### src/rtl/opf_pkg.sv
// Package: shared types for the open-row prefetcher.
// Assumes: included before every other opf_* file.
package opf_pkg;

    // Life of one open row, as seen by the prefetcher.
    typedef enum logic [1:0] {
        ST_IDLE  = 2'd0,   // no row open
        ST_TRACK = 2'd1,   // row open, recording demand columns
        ST_PREF  = 2'd2,   // close intent seen, issuing prefetches
        ST_DONE  = 2'd3    // row may be closed
    } opf_state_e;

endpackage

### src/rtl/opf_line_map.sv
// Module: opf_line_map
// Keeps one bit per cache-line column of the open row. A bit is set when
// a demand reads the column or a prefetch for it is accepted.
// Assumes: clear_i has priority over all marks; marks are ignored while
// track_i is low.
module opf_line_map #(
    parameter int COLS  = 32,
    localparam int COL_W = $clog2(COLS)
) (
    input  logic             clk,
    input  logic             rst_n,
    input  logic             clear_i,
    input  logic             track_i,
    input  logic             dmd_valid_i,
    input  logic [COL_W-1:0] dmd_col_i,
    input  logic             pf_fire_i,
    input  logic [COL_W-1:0] pf_col_i,
    output logic [COLS-1:0]  map_o,
    output logic             full_o
);

    logic [COLS-1:0] map_q;
    logic [COLS-1:0] set_vec;

    // Per-column set requests from demand and prefetch handshake.
    for (genvar g = 0; g < COLS; g++) begin : g_set
        assign set_vec[g] = track_i &&
                            ((dmd_valid_i && (dmd_col_i == COL_W'(g))) ||
                             (pf_fire_i   && (pf_col_i  == COL_W'(g))));
    end

    // Bitmap register: clear on new row, otherwise accumulate marks.
    always_ff @(posedge clk) begin
        if (!rst_n || clear_i) begin
            map_q <= '0;
        end else begin
            map_q <= map_q | set_vec;
        end
    end

    assign map_o  = map_q;
    assign full_o = &map_q;

    AST_NO_REISSUE: assert property (@(posedge clk) disable iff (!rst_n)
        pf_fire_i |-> !map_q[pf_col_i]);

    AST_MARK_STICKS: assert property (@(posedge clk) disable iff (!rst_n)
        (track_i && !clear_i && dmd_valid_i) |=> map_q[$past(dmd_col_i)]);

endmodule

### src/rtl/opf_first_free.sv
// Module: opf_first_free
// Finds the lowest column whose bit is clear. Since bits are only ever
// set within a row, this index moves strictly upward and acts as the
// sequential prefetch pointer.
// Assumes: col_o is don't-care when any_o is low.
module opf_first_free #(
    parameter int COLS  = 32,
    localparam int COL_W = $clog2(COLS)
) (
    input  logic [COLS-1:0]  map_i,
    output logic [COL_W-1:0] col_o,
    output logic             any_o
);

    logic [COLS:0] seen;   // seen[i]: a clear bit exists below column i

    assign seen[0] = 1'b0;
    for (genvar g = 0; g < COLS; g++) begin : g_chain
        assign seen[g+1] = seen[g] | ~map_i[g];
    end

    // Encode the first column where the chain turns on.
    always_comb begin
        col_o = '0;
        for (int i = 0; i < COLS; i++) begin
            if (!seen[i] && !map_i[i]) begin
                col_o = COL_W'(i);
            end
        end
    end

    assign any_o = seen[COLS];

endmodule

### src/rtl/opf_ctrl.sv
// Module: opf_ctrl
// Row life-cycle state machine and the mode-dependent stop rule.
// Assumes: row_open_i and close_req_i are single-cycle pulses from the
// bank controller; other_pend_i counts demands for rows other than this one.
module opf_ctrl #(
    parameter int CNT_W = 8
) (
    input  logic             clk,
    input  logic             rst_n,
    input  logic             row_open_i,
    input  logic             close_req_i,
    input  logic [CNT_W-1:0] other_pend_i,
    input  logic             mode_i,
    input  logic [CNT_W-1:0] thresh_i,
    input  logic             full_i,
    input  logic             any_free_i,
    output logic             track_o,
    output logic             pf_valid_o,
    output logic             hold_dmd_o,
    output logic             close_ok_o
);
    import opf_pkg::*;

    opf_state_e state_q, state_d;
    logic       stop_now;
    logic       active;

    // Stop rule: mode 0 yields to any other-row demand, mode 1 at threshold.
    always_comb begin
        if (mode_i) begin
            stop_now = (other_pend_i >= thresh_i);
        end else begin
            stop_now = (other_pend_i != '0);
        end
    end

    assign active = (state_q == ST_PREF) && any_free_i && !stop_now;

    // Next-state selection for the row life cycle.
    always_comb begin
        state_d = state_q;
        if (row_open_i) begin
            state_d = ST_TRACK;
        end else begin
            case (state_q)
                ST_TRACK: if (close_req_i)         state_d = ST_PREF;
                ST_PREF:  if (full_i || stop_now)  state_d = ST_DONE;
                default:  state_d = state_q;
            endcase
        end
    end

    // State register.
    always_ff @(posedge clk) begin
        if (!rst_n) begin
            state_q <= ST_IDLE;
        end else begin
            state_q <= state_d;
        end
    end

    assign track_o    = (state_q != ST_IDLE) && !row_open_i;
    assign pf_valid_o = active;
    assign hold_dmd_o = active && mode_i;
    assign close_ok_o = (state_q == ST_DONE);

    AST_CLOSE_STICKY: assert property (@(posedge clk) disable iff (!rst_n)
        (close_ok_o && !row_open_i) |=> close_ok_o);

    AST_OPEN_RESTARTS: assert property (@(posedge clk) disable iff (!rst_n)
        row_open_i |=> (!close_ok_o && !pf_valid_o));

    AST_HOLD_MODE1: assert property (@(posedge clk) disable iff (!rst_n)
        hold_dmd_o |-> (mode_i && pf_valid_o));

    AST_NO_PF_WHEN_CLOSABLE: assert property (@(posedge clk) disable iff (!rst_n)
        close_ok_o |-> !pf_valid_o);

endmodule

### src/rtl/opf_top.sv
// Module: opf_top
// Open-row prefetcher for one DRAM bank: records demand columns of the
// open row and, on close intent, offers the untouched columns in
// ascending order until done or stopped by the mode rule.
// Assumes: one bank, one open row at a time; a demand presented in the
// same cycle as row_open_i belongs to the old row and is dropped.
module opf_top #(
    parameter int COLS  = 32,
    parameter int CNT_W = 8,
    localparam int COL_W = $clog2(COLS)
) (
    input  logic             clk,
    input  logic             rst_n,
    input  logic             row_open_i,
    input  logic             close_req_i,
    input  logic             dmd_valid_i,
    input  logic [COL_W-1:0] dmd_col_i,
    input  logic [CNT_W-1:0] other_pend_i,
    input  logic             mode_i,
    input  logic [CNT_W-1:0] thresh_i,
    output logic             pf_valid_o,
    output logic [COL_W-1:0] pf_col_o,
    input  logic             pf_ready_i,
    output logic             hold_dmd_o,
    output logic             close_ok_o
);

    logic [COLS-1:0]  map;
    logic             full;
    logic             any_free;
    logic             track;
    logic             pf_fire;
    logic [COL_W-1:0] next_col;

    assign pf_fire  = pf_valid_o && pf_ready_i;
    assign pf_col_o = next_col;

    opf_line_map #(.COLS(COLS)) map_i (
        .clk         (clk),
        .rst_n       (rst_n),
        .clear_i     (row_open_i),
        .track_i     (track),
        .dmd_valid_i (dmd_valid_i),
        .dmd_col_i   (dmd_col_i),
        .pf_fire_i   (pf_fire),
        .pf_col_i    (next_col),
        .map_o       (map),
        .full_o      (full)
    );

    opf_first_free #(.COLS(COLS)) ff_i (
        .map_i (map),
        .col_o (next_col),
        .any_o (any_free)
    );

    opf_ctrl #(.CNT_W(CNT_W)) ctrl_i (
        .clk          (clk),
        .rst_n        (rst_n),
        .row_open_i   (row_open_i),
        .close_req_i  (close_req_i),
        .other_pend_i (other_pend_i),
        .mode_i       (mode_i),
        .thresh_i     (thresh_i),
        .full_i       (full),
        .any_free_i   (any_free),
        .track_o      (track),
        .pf_valid_o   (pf_valid_o),
        .hold_dmd_o   (hold_dmd_o),
        .close_ok_o   (close_ok_o)
    );

    AST_ASCENDING: assert property (@(posedge clk) disable iff (!rst_n)
        (pf_fire && !row_open_i) |=> (!pf_valid_o || (pf_col_o > $past(pf_col_o))));

    AST_STALL_STABLE: assert property (@(posedge clk) disable iff (!rst_n)
        (pf_valid_o && !pf_ready_i && !dmd_valid_i && !row_open_i)
        |=> (!pf_valid_o || $stable(pf_col_o)));

    AST_MODE0_CUT: assert property (@(posedge clk) disable iff (!rst_n)
        (pf_valid_o && !mode_i && (other_pend_i != '0)) |-> 1'b0);

endmodule

### config.mk
export PLATFORM = sky130hd
export DESIGN_NAME = opf_top
export DESIGN_NICKNAME = d
export VERILOG_FILES = /design/src/rtl/opf_pkg.sv /design/src/rtl/opf_line_map.sv /design/src/rtl/opf_first_free.sv /design/src/rtl/opf_ctrl.sv /design/src/rtl/opf_top.sv
export SDC_FILE = /design/constraint.sdc
export NUM_CORES = 1
export LEC_CHECK = 0
export BUFFER_PORTS_ARGS = -buffer_cell sky130_fd_sc_hd__buf_2
export CORE_MARGIN = 2
export CORE_UTILIZATION = 45
export DETAILED_ROUTE_END_ITERATION = 16
export PLACE_DENSITY = 0.72
export SYNTH_ARGS = -nofsm -noshare
export SYNTH_HDL_FRONTEND = slang
export SYNTH_SLANG_ARGS = --single-unit
### constraint.sdc
create_clock -name clk -period 2.05 [get_ports clk]
set_input_delay 0.3075 -clock clk [delete_from_list [all_inputs] [get_ports clk]]
set_output_delay 0.3075 -clock clk [all_outputs]
set_load 0.01 [all_outputs]
Word-level counts from Yosys, hierarchy flattened. Cells that the tools add are included.

Bits in registers: 34. Bits in latches: 0. Memory bits (writable): 0. ROM bits: 0. Bits of input ports: 28. Output and inout port bits: 8. Memories kept: 0.

Add/sub/neg operators: 0. Multipliers: 0. Divide/modulo/power cells: 0. Order comparisons: 1. Equal/unequal tests: 69. Shift operators: 0. Muxes and demuxes: 36. Bitwise gates (word level): 65. Reduce and logical (&&, ||, !) cells: 240.

Operators by type and width (number): $eq A5 B5 Y1 const B (32); $mux W5 (30); $logic_and A1 B1 Y1 (132); $eq A5 B4 Y1 const B (16); $logic_not A1 Y1 (64); $eq A5 B3 Y1 const B (8); $logic_or A1 B1 Y1 (34); $not A1 Y1 (33); $or A32 B32 Y32 (1); $reduce_and A32 Y1 (1); $or A1 B1 Y1 (31); $eq A5 B2 Y1 const B (4); $eq A5 B1 Y1 const B (2); $logic_not A5 Y1 (2); $ge A8 B8 Y1 (1); $reduce_bool A8 Y1 (1); $ne A3 B3 Y1 const B (2); $reduce_and A3 Y1 (2); $eq A2 B2 Y1 const B (2); $mux W2 (2); $ne A2 B2 Y1 const B (2); $pmux W2 S2 (1); $reduce_bool A2 Y1 (2); $mux W1 (3); 3 further kinds (3).

Logic depth before layout (Yosys ltp). Gate-level depths: netlist of the first run.

Depth in word-level cells: 39. Gate-level depth with buffers: 8. Mapped depth without buffers: 8.

Cells and area by module. A second synthesis of the first run with hierarchy kept.

Cells, all modules: 259. Area, all modules: 2218.4 um2.

Modules (own cells, without submodules): opf_line_map (times used 1, cells each 145, area an instance 1466.4 um2, sequential area each 640.6 um2); opf_first_free (times used 1, cells each 68, area an instance 407.9 um2, sequential area each 0.0 um2); opf_ctrl (times used 1, cells each 45, area an instance 337.8 um2, sequential area each 40.0 um2); opf_top (times used 1, cells each 1, area an instance 6.3 um2, sequential area each 0.0 um2).

Worst setup path before layout of the first run. OpenSTA, ideal clock, no wires.

Path kind: input-to-output. From: input other_pend_i[0]. To: output hold_dmd_o. Arrival time: 1630 ps. Required time: 1742 ps. Slack: 112 ps. Cell stages on the path: 8. Path buffers: 0. Cell sequence: inv_1 -> ha_1 -> nand2b_1 -> a211oi_1 -> o221ai_1 -> nand2_1 -> and3_1 -> and2_1.

Word-level cells in the longest chain between the ends: 5.

Ends and longest elaborated chain: from (decl) (RTL line opf_top.sv:18) `input logic [CNT_W-1:0] other_pend_i,`; $ge A8 B8 Y1 / $reduce_bool A8 Y1 (equally long branches) (RTL line opf_ctrl.sv:31, opf_ctrl.sv:33); $mux W1 * (RTL line opf_ctrl.sv:30) `if (mode_i) begin`; $logic_not A1 Y1 * (RTL line opf_ctrl.sv:37) `assign active = (state_q == ST_PREF) && any_free_i && !stop_now;`; $logic_and A1 B1 Y1 * (RTL line opf_ctrl.sv:37); net pf_valid_o (RTL line opf_top.sv:21) `output logic pf_valid_o,`; $logic_and A1 B1 Y1 * (RTL line opf_ctrl.sv:64) `assign hold_dmd_o = active && mode_i;`; to (decl) (RTL line opf_top.sv:24) `output logic hold_dmd_o,`.

The timed path passes the listed nets; every way through them passes the cells marked *.

Final worst setup path of the first run.
From: register map_i.map_q[14], in the netlist map_i.map_o[14]. To: output hold_dmd_o.

Word-level cells in the longest chain between the ends: 22.

Ends and longest elaborated chain: from (decl) (RTL line opf_line_map.sv:22) `logic [COLS-1:0] map_q;`; from (signal assigned) (RTL line opf_line_map.sv:37) `map_q <= map_q | set_vec;`; $not A1 Y1 (RTL line opf_first_free.sv:19) `assign seen[g+1] = seen[g] | ~map_i[g];`; $or A1 B1 Y1 (18 in series) (RTL line opf_first_free.sv:19); $logic_and A1 B1 Y1 (2 in series) (RTL line opf_ctrl.sv:37); $logic_and A1 B1 Y1 (RTL line opf_ctrl.sv:64).

Every way passes these cells.

==> results of run 1 <==
==> cells by family (layout without fill, tap and decap cells) <==
kind of cell | Yosys count | count (layout) | synth area share [%]
buffers and inverters | 19 | 125 | 3.20
flip-flops | 34 | 34 | 30.5
AND/OR/NAND/NOR | 112 | 112 | 29.6
AO/OA/AOI/OAI | 112 | 112 | 32.1
adder cells (fa/ha/maj) | 8 | 8 | 4.49
==> state kept, by name, summed over array words and instances (netlist names) <==
signal,flops
ctrl_i.state_q,2
map_i.map_o,32
==> repair_timing <==
| action | 4_1_cts | 5_1_grt |
|---|---|---|
| pin swaps | 10 | 20 |
| buffers inserted | 12 | 5 |
| setup endpoints to repair | 6 | 38 |
| resized for setup | 35 | 62 |
==> cell usage after synthesis (2+ instances only) <==
cell type	n	share of area, %
sky130_fd_sc_hd__dfxtp_1	34	31
sky130_fd_sc_hd__and4_1	3	1.2
sky130_fd_sc_hd__a32oi_1	4	1.6
sky130_fd_sc_hd__o21ai_0	39	8.8
sky130_fd_sc_hd__and2_1	5	1.4
sky130_fd_sc_hd__nand4_1	14	3.9
sky130_fd_sc_hd__nand3_1	12	2.7
sky130_fd_sc_hd__or3_1	2	0.56
sky130_fd_sc_hd__nand2b_1	8	2.2
sky130_fd_sc_hd__o22ai_1	2	0.56
sky130_fd_sc_hd__o21ai_1	7	1.6
sky130_fd_sc_hd__nand4_2	2	1.1
sky130_fd_sc_hd__a21oi_1	16	3.6
sky130_fd_sc_hd__nor3_1	6	1.3
sky130_fd_sc_hd__a31oi_1	2	0.56
sky130_fd_sc_hd__a22oi_1	21	7.1
sky130_fd_sc_hd__ha_1	8	4.5
sky130_fd_sc_hd__nor4_1	3	0.84
sky130_fd_sc_hd__o21a_1	2	0.67
sky130_fd_sc_hd__nand2_1	18	3.0
sky130_fd_sc_hd__nor2_1	16	2.7
sky130_fd_sc_hd__a21boi_0	3	1.0
sky130_fd_sc_hd__nor2b_1	11	3.1
sky130_fd_sc_hd__clkbuf_1	5	0.84
sky130_fd_sc_hd__and3b_1	3	1.2
sky130_fd_sc_hd__inv_1	13	2.2
==> final cells by class <==
| cell class | instances | area [µm²] | share of cell area (%) |
|---|---|---|---|
| clock inverters | 2 | 12.5 | 0.376 |
| multi-input cells | 232 | 1640 | 49.2 |
| flip-flops and latches | 34 | 732 | 22.0 |
| repair buffers | 103 | 727 | 21.8 |
| inverters | 14 | 52.6 | 1.58 |
| clock buffers | 6 | 82.6 | 2.48 |
| well taps | 67 | 83.8 | 2.52 |
==> worst register-to-register path: cells and delay by family, from the launching register on <==
kind | cells | cell delay [ns]
flops | 1 | 0.34
compound gates | 4 | 1.03
simple gates | 2 | 0.38
buf+inv | 2 | 0.32
==> routing by layer <==
layer / track usage [%] / vias to the layer above / part of all wire (%)
li1: - / 1316 / -
met1: 34.6 / 1315 / 39
met2: 45.0 / 180 / 47
met4: 11.1 / 0 / 4.0
met3: 5.15 / 34 / 10
met5: 0 / - / 0
==> power breakdown <==
group          total, mW  internal [mW]  leakage [nW]  switching (mW)
Clock              0.530          0.270        0.0472           0.260
Combinational      0.153         0.0696          1.04          0.0836
Sequential         0.655          0.651         0.289         0.00390
Total               1.34          0.991          1.38           0.348
==> per-stage QoR <==
stage / instance area (µm²) / utilization (%) / setup WS [ns] / hold WS (ns) / setup TNS (ns)
after global routing: 3330 / 70.1 / -0.179 / 0.258 / -3.29
final: 3330 / 70.1 / -0.137 / 0.250 / -0.591
after CTS: 3130 / 65.8 / -0.112 / 0.256 / -0.222
after detailed placement: 2850 / 60.0 / -0.160 / 0.539 / -3.51
after floorplan: 2230 / - / 0.112 / 0.439 / 0
after global placement: 2850 / 60.0 / -0.0943 / 0.532 / -1.56
==> worst paths after layout <==
kind,start,endpoint,slack [ns],cells after the start
worst max register to register,map_i.map_o[23]$_SDFF_PP0_,map_i.map_o[11]$_SDFF_PP0_,-0.06,8
worst min-delay path,rst_n,ctrl_i.state_q[0]$_SDFFE_PN0P_,0.25,2
worst min register to register,map_i.map_o[15]$_SDFF_PP0_,map_i.map_o[15]$_SDFF_PP0_,0.52,2
worst max-delay path,map_i.map_o[14]$_SDFF_PP0_,hold_dmd_o,-0.14,7
==> impl_metrics.toml, run 1 <==
[synth]
synth_cell_types = 52
synth-main-ff-cell = "sky130_fd_sc_hd__dfxtp_1"
number_of_nets_produced_by_synthesis = 321
synth_enable_flop_cells = 0
synth.cell_area_um2 = 2230
avgSynthCellArea_um2 = 7.82
synth.ff_latch_count = 34
sequential_fraction_of_the_synthesis_area_pct = 30.5
synthesis.instances = 285
synth-warning-count = 0
async_flop_share_pct = 0

[setup_path]
kind_of_start_point_of_the_critical_path = "register"
critical-path-max-stage-delay_ns = 0.38
timing.critical_path.mode_cell = "sky130_fd_sc_hd__and2_4"
critPathArrivalTime_ns = 1.88
path_class = "register to primary output"
worst_path_fanout_max = 6
critical_path_required_ns = 1.74
slowest_stage = "sky130_fd_sc_hd__dfxtp_4"
critPathCaptureType = "primary output"
worstPathCellList = "nand4_1 -> nor4_4 -> and2_4 -> nand2b_4 -> and3_4 -> and2_4 -> buf_6"
combined_buffer_and_inverter_count_along_the_critical_path = 1
critical-path-top-delay-family = "simple AND/OR/NAND/NOR gates"

[routing]
per_cell_via_count_in_the_routed_design = 6.21
finalWirelength_um = 7980
drc = 0
wire_per_inst_um = 17.4
drt_pre_antenna_iters = 5
detailedRoute.firstIterationViolations = 248
antenna_left = 0
dr_total_vias = 2845

[sta]
finalCriticalPeriod_ns = 2.19
fmax_ghz = 0.457
rsz0062_at_grt = "yes"
worst_slack_ns = -0.137
finClkSkew_ns = 0.00554
drv_slew = 0
timing_hold_violations_final = 0
tightest_slew_ns = 0.745
setup_viol_count_final = 14
relSlewSlack_pct = 49.9
min_period_over_period_pct = 107

[placement]
portBuffers = 35
dp_hpwl_um = 5470
placed_cells = 433
place_congestion = 0.962

[die]
rows = 25
die_area_um2 = 5530
initial_core_utilization_pct = 46.9
die_h_um = 74.4
fp.dieW_um = 74.4
placeableCoreArea_um2 = 4750
boundaryPins = 36

[worst_hold_path]
min-delay-path-class = "primary input to register"

[finish]
instances_no_fill = 458
top_library_cells_by_usage_in_the_layout_fill_and_taps_aside = "62 x sky130_fd_sc_hd__buf_4, 32 x sky130_fd_sc_hd__buf_2, 23 x sky130_fd_sc_hd__o21ai_1"
final_nets = 426
insertedDiodeCount = 0
area_growth_syn_to_layout_pct = 49.5
layout-drive-gt1-share_pct = 44.5
fill_cells = 385
final_common_cell = "sky130_fd_sc_hd__buf_4"

[global_routing]
gr-total-overflow = 0
antenna_violations_before_repair = 0
grt_pass1_vias = 2424
globalRouteTotalUtil_pct = 27.2
grt_max_degree = 34
grt_pass1_wl_um = 11400

[outcome]
failed_checks = "setup timing"
outcome = "finished with violations"

[clock_network]
clock_path_buffers = 2
ctsHoldBuffers = 0
path_clk_slew_ns = 0.07
cts.htree.levels = 2
cts_tree = "built"
clk_latency_ns = 0.29
cts_root_buffer = "sky130_fd_sc_hd__clkbuf_8"
cts-buffers-inserted = 5
cts.sink_count = 34

[power]
static-leakage-power_nw = 1.38
peakVddDrop_mv = 0.284
power.density_nw_per_um2 = 402
fin_total_pwr_mw = 1.34

[run]
cap_viol_max_count = 0
No activity file was read; power rests on OpenSTA's default activity.
==> inputs of run 2 (changes only) <==
- CORE_UTILIZATION: 45 -> 39
- CTS_CLUSTER_DIAMETER: not set -> 40
- PLACE_DENSITY: 0.72 -> 0.65
==> run 2 against run 1 <==
The run still ends with setup timing left. Count of clock-buffer cells in the layout unchanged. Design area up 1.6%. Sequential power about the same. Combinational power down 6%. Critical path depth up 1. Wire length down 0.28%. Total power about the same. Clock skew up 0.0020 ns. Non-clock buffer count up 5.
==> impl_metrics.toml, run 2 (same netlist as run 1, synthesis figures left out) <==
[outcome]
outcome = "finished with violations"
failed_checks = "setup timing"

[die]
die_area_um2 = 6330
fp.dieW_um = 79.6
die_h_um = 79.6
boundaryPins = 36
initial_core_utilization_pct = 40.5
rows = 27
placeableCoreArea_um2 = 5510

[sta]
relSlewSlack_pct = 65.2
worst_slack_ns = -0.103
finClkSkew_ns = 0.00752
tightest_slew_ns = 0.518
timing_hold_violations_final = 0
fmax_ghz = 0.465
final.hold.worst_slack_ns = 0.247
drv_slew = 0
finalCriticalPeriod_ns = 2.15
setup_viol_count_final = 9
min_period_over_period_pct = 105
rsz0062_at_grt = "yes"
fin_tns_setup_ns = -0.385

[global_routing]
antenna_violations_before_repair = 0
globalRouteTotalUtil_pct = 24.2
grt_pass1_wl_um = 11800
grt_max_degree = 34
grt_pass1_vias = 2496
gr-total-overflow = 0

[setup_path]
worstPathCellList = "nand4_1 -> buf_4 -> nor3_4 -> and2_4 -> nand2b_4 -> and3_4 -> and2_4 -> buf_6"
critPathCaptureType = "primary output"
critical-path-max-stage-delay_ns = 0.34
combined_buffer_and_inverter_count_along_the_critical_path = 2
critical-path-top-delay-family = "simple AND/OR/NAND/NOR gates"
timing.critical_path.mode_cell = "sky130_fd_sc_hd__and2_4"
kind_of_start_point_of_the_critical_path = "register"
critPathArrivalTime_ns = 1.85
path_class = "register to primary output"
slowest_stage = "sky130_fd_sc_hd__dfxtp_1"
critical_path_required_ns = 1.74
worst_path_fanout_max = 4

[power]
static-leakage-power_nw = 1.41
power.density_nw_per_um2 = 396
peakVddDrop_mv = 0.375
fin_total_pwr_mw = 1.34

[clock_network]
cts.htree.levels = 2
ctsHoldBuffers = 0
path_clk_slew_ns = 0.08
cts-buffers-inserted = 5
cts_tree = "built"
clock_path_buffers = 2
clk_latency_ns = 0.30
cts_root_buffer = "sky130_fd_sc_hd__clkbuf_8"
cts.sink_count = 34

[finish]
layout-drive-gt1-share_pct = 46.2
instances_no_fill = 468
fill_cells = 473
area_growth_syn_to_layout_pct = 51.9
insertedDiodeCount = 0
largest_reg_flops = 32
final_design_area_no_fill_um2 = 3380
final_common_cell = "sky130_fd_sc_hd__buf_4"
fin_util_pct = 61.5
top_library_cells_by_usage_in_the_layout_fill_and_taps_aside = "71 x sky130_fd_sc_hd__buf_4, 32 x sky130_fd_sc_hd__buf_2, 27 x sky130_fd_sc_hd__o21ai_0"
final_nets = 431

[routing]
finalWirelength_um = 7960
antenna_left = 0
dr_total_vias = 2822
drt_pre_antenna_iters = 5
per_cell_via_count_in_the_routed_design = 6.03
drc = 0
detailedRoute.firstIterationViolations = 266
wire_per_inst_um = 17.0

[placement]
portBuffers = 35
place_congestion = 0.920
area_post_placement_um2 = 2870
preCtsSetupSlack_ns = -0.141
placed_cells = 439
dp_hpwl_um = 5650

[run]
cap_viol_max_count = 0

[worst_hold_path]
min-delay-path-class = "primary input to register"
[run 2: worst paths after layout]
kind	depth (start not counted)	startpoint	end	slack (ns)
setup / recovery	8	map_i.map_o[21]$_SDFF_PP0_	hold_dmd_o	-0.10
hold / removal	2	rst_n	ctrl_i.state_q[0]$_SDFFE_PN0P_	0.25
setup reg to reg	8	map_i.map_o[21]$_SDFF_PP0_	map_i.map_o[0]$_SDFF_PP0_	-0.02
hold reg to reg	2	map_i.map_o[18]$_SDFF_PP0_	map_i.map_o[18]$_SDFF_PP0_	0.50
[run 2: area by class of cell]
type	instances	area (µm²)	area share, %
multi-input cells	232	1660	49.1
repair buffers	108	749	22.1
flip-flops and latches	34	734	21.7
well taps	72	90.1	2.66
clock buffers	6	82.6	2.44
inverters	14	52.6	1.55
clock inverters	2	12.5	0.370
[run 2: what timing repair did]
action                                  CTS  global route
pin swaps                                18            22
endpoints found under the setup margin    6            38
endpoints found under the hold margin     0             0
setup buffers                            14            10
gates resized for setup                  24            69
[run 2: where the power goes]
part	internal, mW	total, mW	switching, mW
Clock	0.270	0.541	0.270
Combinational	0.0620	0.144	0.0820
Sequential	0.651	0.655	0.00378
[run 2: metal layers]
metal  part of all wire [%]  routed length (µm)  vias up  GRT usage (%)
li1                       -                   -     1328              -
met1                     41                3300     1325           31.1
met2                     48                3830      144           41.6
met3                    7.8                 621       25           3.17
met4                    2.7                 212        0           7.76
met5                      0                   0        -              0
==> inputs of run 3 (changes only) <==
- BUFFER_PORTS_ARGS: -buffer_cell sky130_fd_sc_hd__buf_2 -> -buffer_cell sky130_fd_sc_hd__buf_4
- PLACE_DENSITY: 0.65 -> not set
==> run 3 against run 2 <==
The flow still finishes with violations (setup timing). Sequential power barely moved. Count of clock-buffer cells in the layout did not move. Critical path type unchanged. Setup slack got worse by 0.024 ns. First-iteration DRC count fell by 32%. Critical endpoint is now pf_col_o[1]. Highest routed layer unchanged. Sequential share of layout area fell by 1.0 points.
==> impl_metrics.toml, run 3 (same netlist as run 1, synthesis figures left out) <==
[global_routing]
gr-total-overflow = 0
globalRouteMet1Util_pct = 30.3
grt_max_degree = 34
met2_usage_pct = 44.6
globalRouteTotalUtil_pct = 25.5
gr-usage-met3_pct = 3.73
global_route.peak_usage_layer = "met2"
antenna_violations_before_repair = 0
grt_pass1_vias = 2705
grt_pass1_wl_um = 12700

[setup_path]
timing.critical_path.from = "map_i.map_o[0]$_SDFF_PP0_"
r2r_slack_ns = -0.05
critical-path-max-stage-delay_ns = 0.38
critical-path-top-delay-family = "compound AO/OA/AOI/OAI gates"
worst_r2r_path_depth = 8
timing.critical_path.to = "pf_col_o[1]"
critical_path.reg2reg.startpoint = "map_i.map_o[15]$_SDFF_PP0_"
timing.critical_path.mode_cell = "sky130_fd_sc_hd__buf_6"
worst_path_fanout_max = 5
worstPathCellList = "and4_4 -> nand2_4 -> a311o_1 -> a22oi_2 -> inv_2 -> buf_6 -> buf_6"
critPathArrivalTime_ns = 1.87
combined_buffer_and_inverter_count_along_the_critical_path = 3
kind_of_start_point_of_the_critical_path = "register"
crit_cells = 7
regToRegEndpoint = "map_i.map_o[11]$_SDFF_PP0_"
critPathCaptureType = "primary output"
slowest_stage = "sky130_fd_sc_hd__dfxtp_4"
critical_path_required_ns = 1.74
path_class = "register to primary output"

[clock_network]
cts_tree = "built"
clk_latency_ns = 0.29
cts-buffers-inserted = 5
cts.htree.levels = 2
cts.sink_count = 34
clock_path_buffers = 2
cts_root_buffer = "sky130_fd_sc_hd__clkbuf_8"
path_clk_slew_ns = 0.07
ctsHoldBuffers = 0

[finish]
final_nets = 438
fill_cells = 475
largest_reg_flops = 32
top_library_cells_by_usage_in_the_layout_fill_and_taps_aside = "107 x sky130_fd_sc_hd__buf_4, 24 x sky130_fd_sc_hd__o21ai_1, 21 x sky130_fd_sc_hd__a22oi_1"
final_common_cell = "sky130_fd_sc_hd__buf_4"
area_growth_syn_to_layout_pct = 58.2
layout-drive-gt1-share_pct = 46.7
insertedDiodeCount = 0

[die]
rows = 27
placeableCoreArea_um2 = 5510
die_h_um = 79.6
die_area_um2 = 6330
fp.dieW_um = 79.6
boundaryPins = 36
initial_core_utilization_pct = 40.5

[routing]
drt_pre_antenna_iters = 4
per_cell_via_count_in_the_routed_design = 5.96
antenna_left = 0
wire_per_inst_um = 17.2
finalWirelength_um = 8160
detailedRoute.firstIterationViolations = 180
dr_total_vias = 2833
drc = 0

[run]
cap_viol_max_count = 0

[power]
static-leakage-power_nw = 1.46
power.density_nw_per_um2 = 382
peakVddDrop_mv = 0.248
fin_total_pwr_mw = 1.35

[sta]
min_period_over_period_pct = 106
final.hold.worst_slack_ns = 0.262
finClkSkew_ns = 0.00262
finalCriticalPeriod_ns = 2.18
fmax_ghz = 0.459
rsz0062_at_grt = "yes"
setup_viol_count_final = 8
worst_slack_ns = -0.126
tightest_slew_ns = 0.686
relSlewSlack_pct = 54.0
drv_slew = 0
timing_hold_violations_final = 0

[worst_hold_path]
min-delay-path-class = "primary input to register"

[outcome]
outcome = "finished with violations"
failed_checks = "setup timing"

[placement]
portBuffers = 35
place_congestion = 0.861
dp_hpwl_um = 5850
-- run 3: cell count changes in the layout (fill, tap and decap cells not counted), sizes merged --
cell  change
buf       +7
-- run 3: layout make-up --
cell class | count | area, µm² | area share, %
multi-input cells | 232 | 1670 | 47.3
repair buffers | 115 | 893 | 25.3
flip-flops and latches | 34 | 728 | 20.7
well taps | 72 | 90.1 | 2.56
clock buffers | 6 | 82.6 | 2.34
inverters | 14 | 52.6 | 1.49
clock inverters | 2 | 12.5 | 0.355
-- run 3: layer usage --
metal,routed length [µm],vias up
met2,3950,127
met1,3330,1330
met3,497,33
met5,0,-
li1,-,1343
met4,377,0
-- run 3: through the flow --
stage | utilization (%) | cells | setup slack [ns] | area, µm² | setup TNS [ns]
finish | 64.0 | 475 | -0.126 | 3530 | -0.348
global route | 64.0 | 475 | -0.202 | 3530 | -1.82
CTS | 60.3 | 468 | -0.0937 | 3320 | -0.236
detailed placement | 54.2 | 443 | -0.0992 | 2990 | -1.49
global placement | 54.2 | 443 | -0.0872 | 2990 | -1.31
floorplan | - | 285 | 0.112 | 2230 | 0
-- run 3: timing repair --
item                       CTS  global route
setup buffers               18             9
setup endpoints to repair    7            35
gates resized for setup     45            56
pin swaps                   13            23
-- run 3: power by group --
group / internal [mW] / switching [mW] / total, mW
combinational: 0.0769 / 0.0804 / 0.157
sequential: 0.652 / 0.00321 / 0.656
clock: 0.270 / 0.265 / 0.535
total: 0.999 / 0.348 / 1.35
-- run 3: worst min-delay path by stage --
| stage | from | end | slack [ns] | cells after the start |
|---|---|---|---|---|
| finish | rst_n | ctrl_i.state_q[0]$_SDFFE_PN0P_ | 0.26 | 2 |
| CTS | rst_n | ctrl_i.state_q[0]$_SDFFE_PN0P_ | 0.26 | 2 |
| detailed placement | map_i.map_o[15]$_SDFF_PP0_ | map_i.map_o[15]$_SDFF_PP0_ | 0.53 | 2 |
| global placement | map_i.map_o[15]$_SDFF_PP0_ | map_i.map_o[15]$_SDFF_PP0_ | 0.52 | 2 |
| global route | rst_n | ctrl_i.state_q[0]$_SDFFE_PN0P_ | 0.26 | 2 |
| floorplan | rst_n | ctrl_i.state_q[0]$_SDFFE_PN0P_ | 0.44 | 1 |
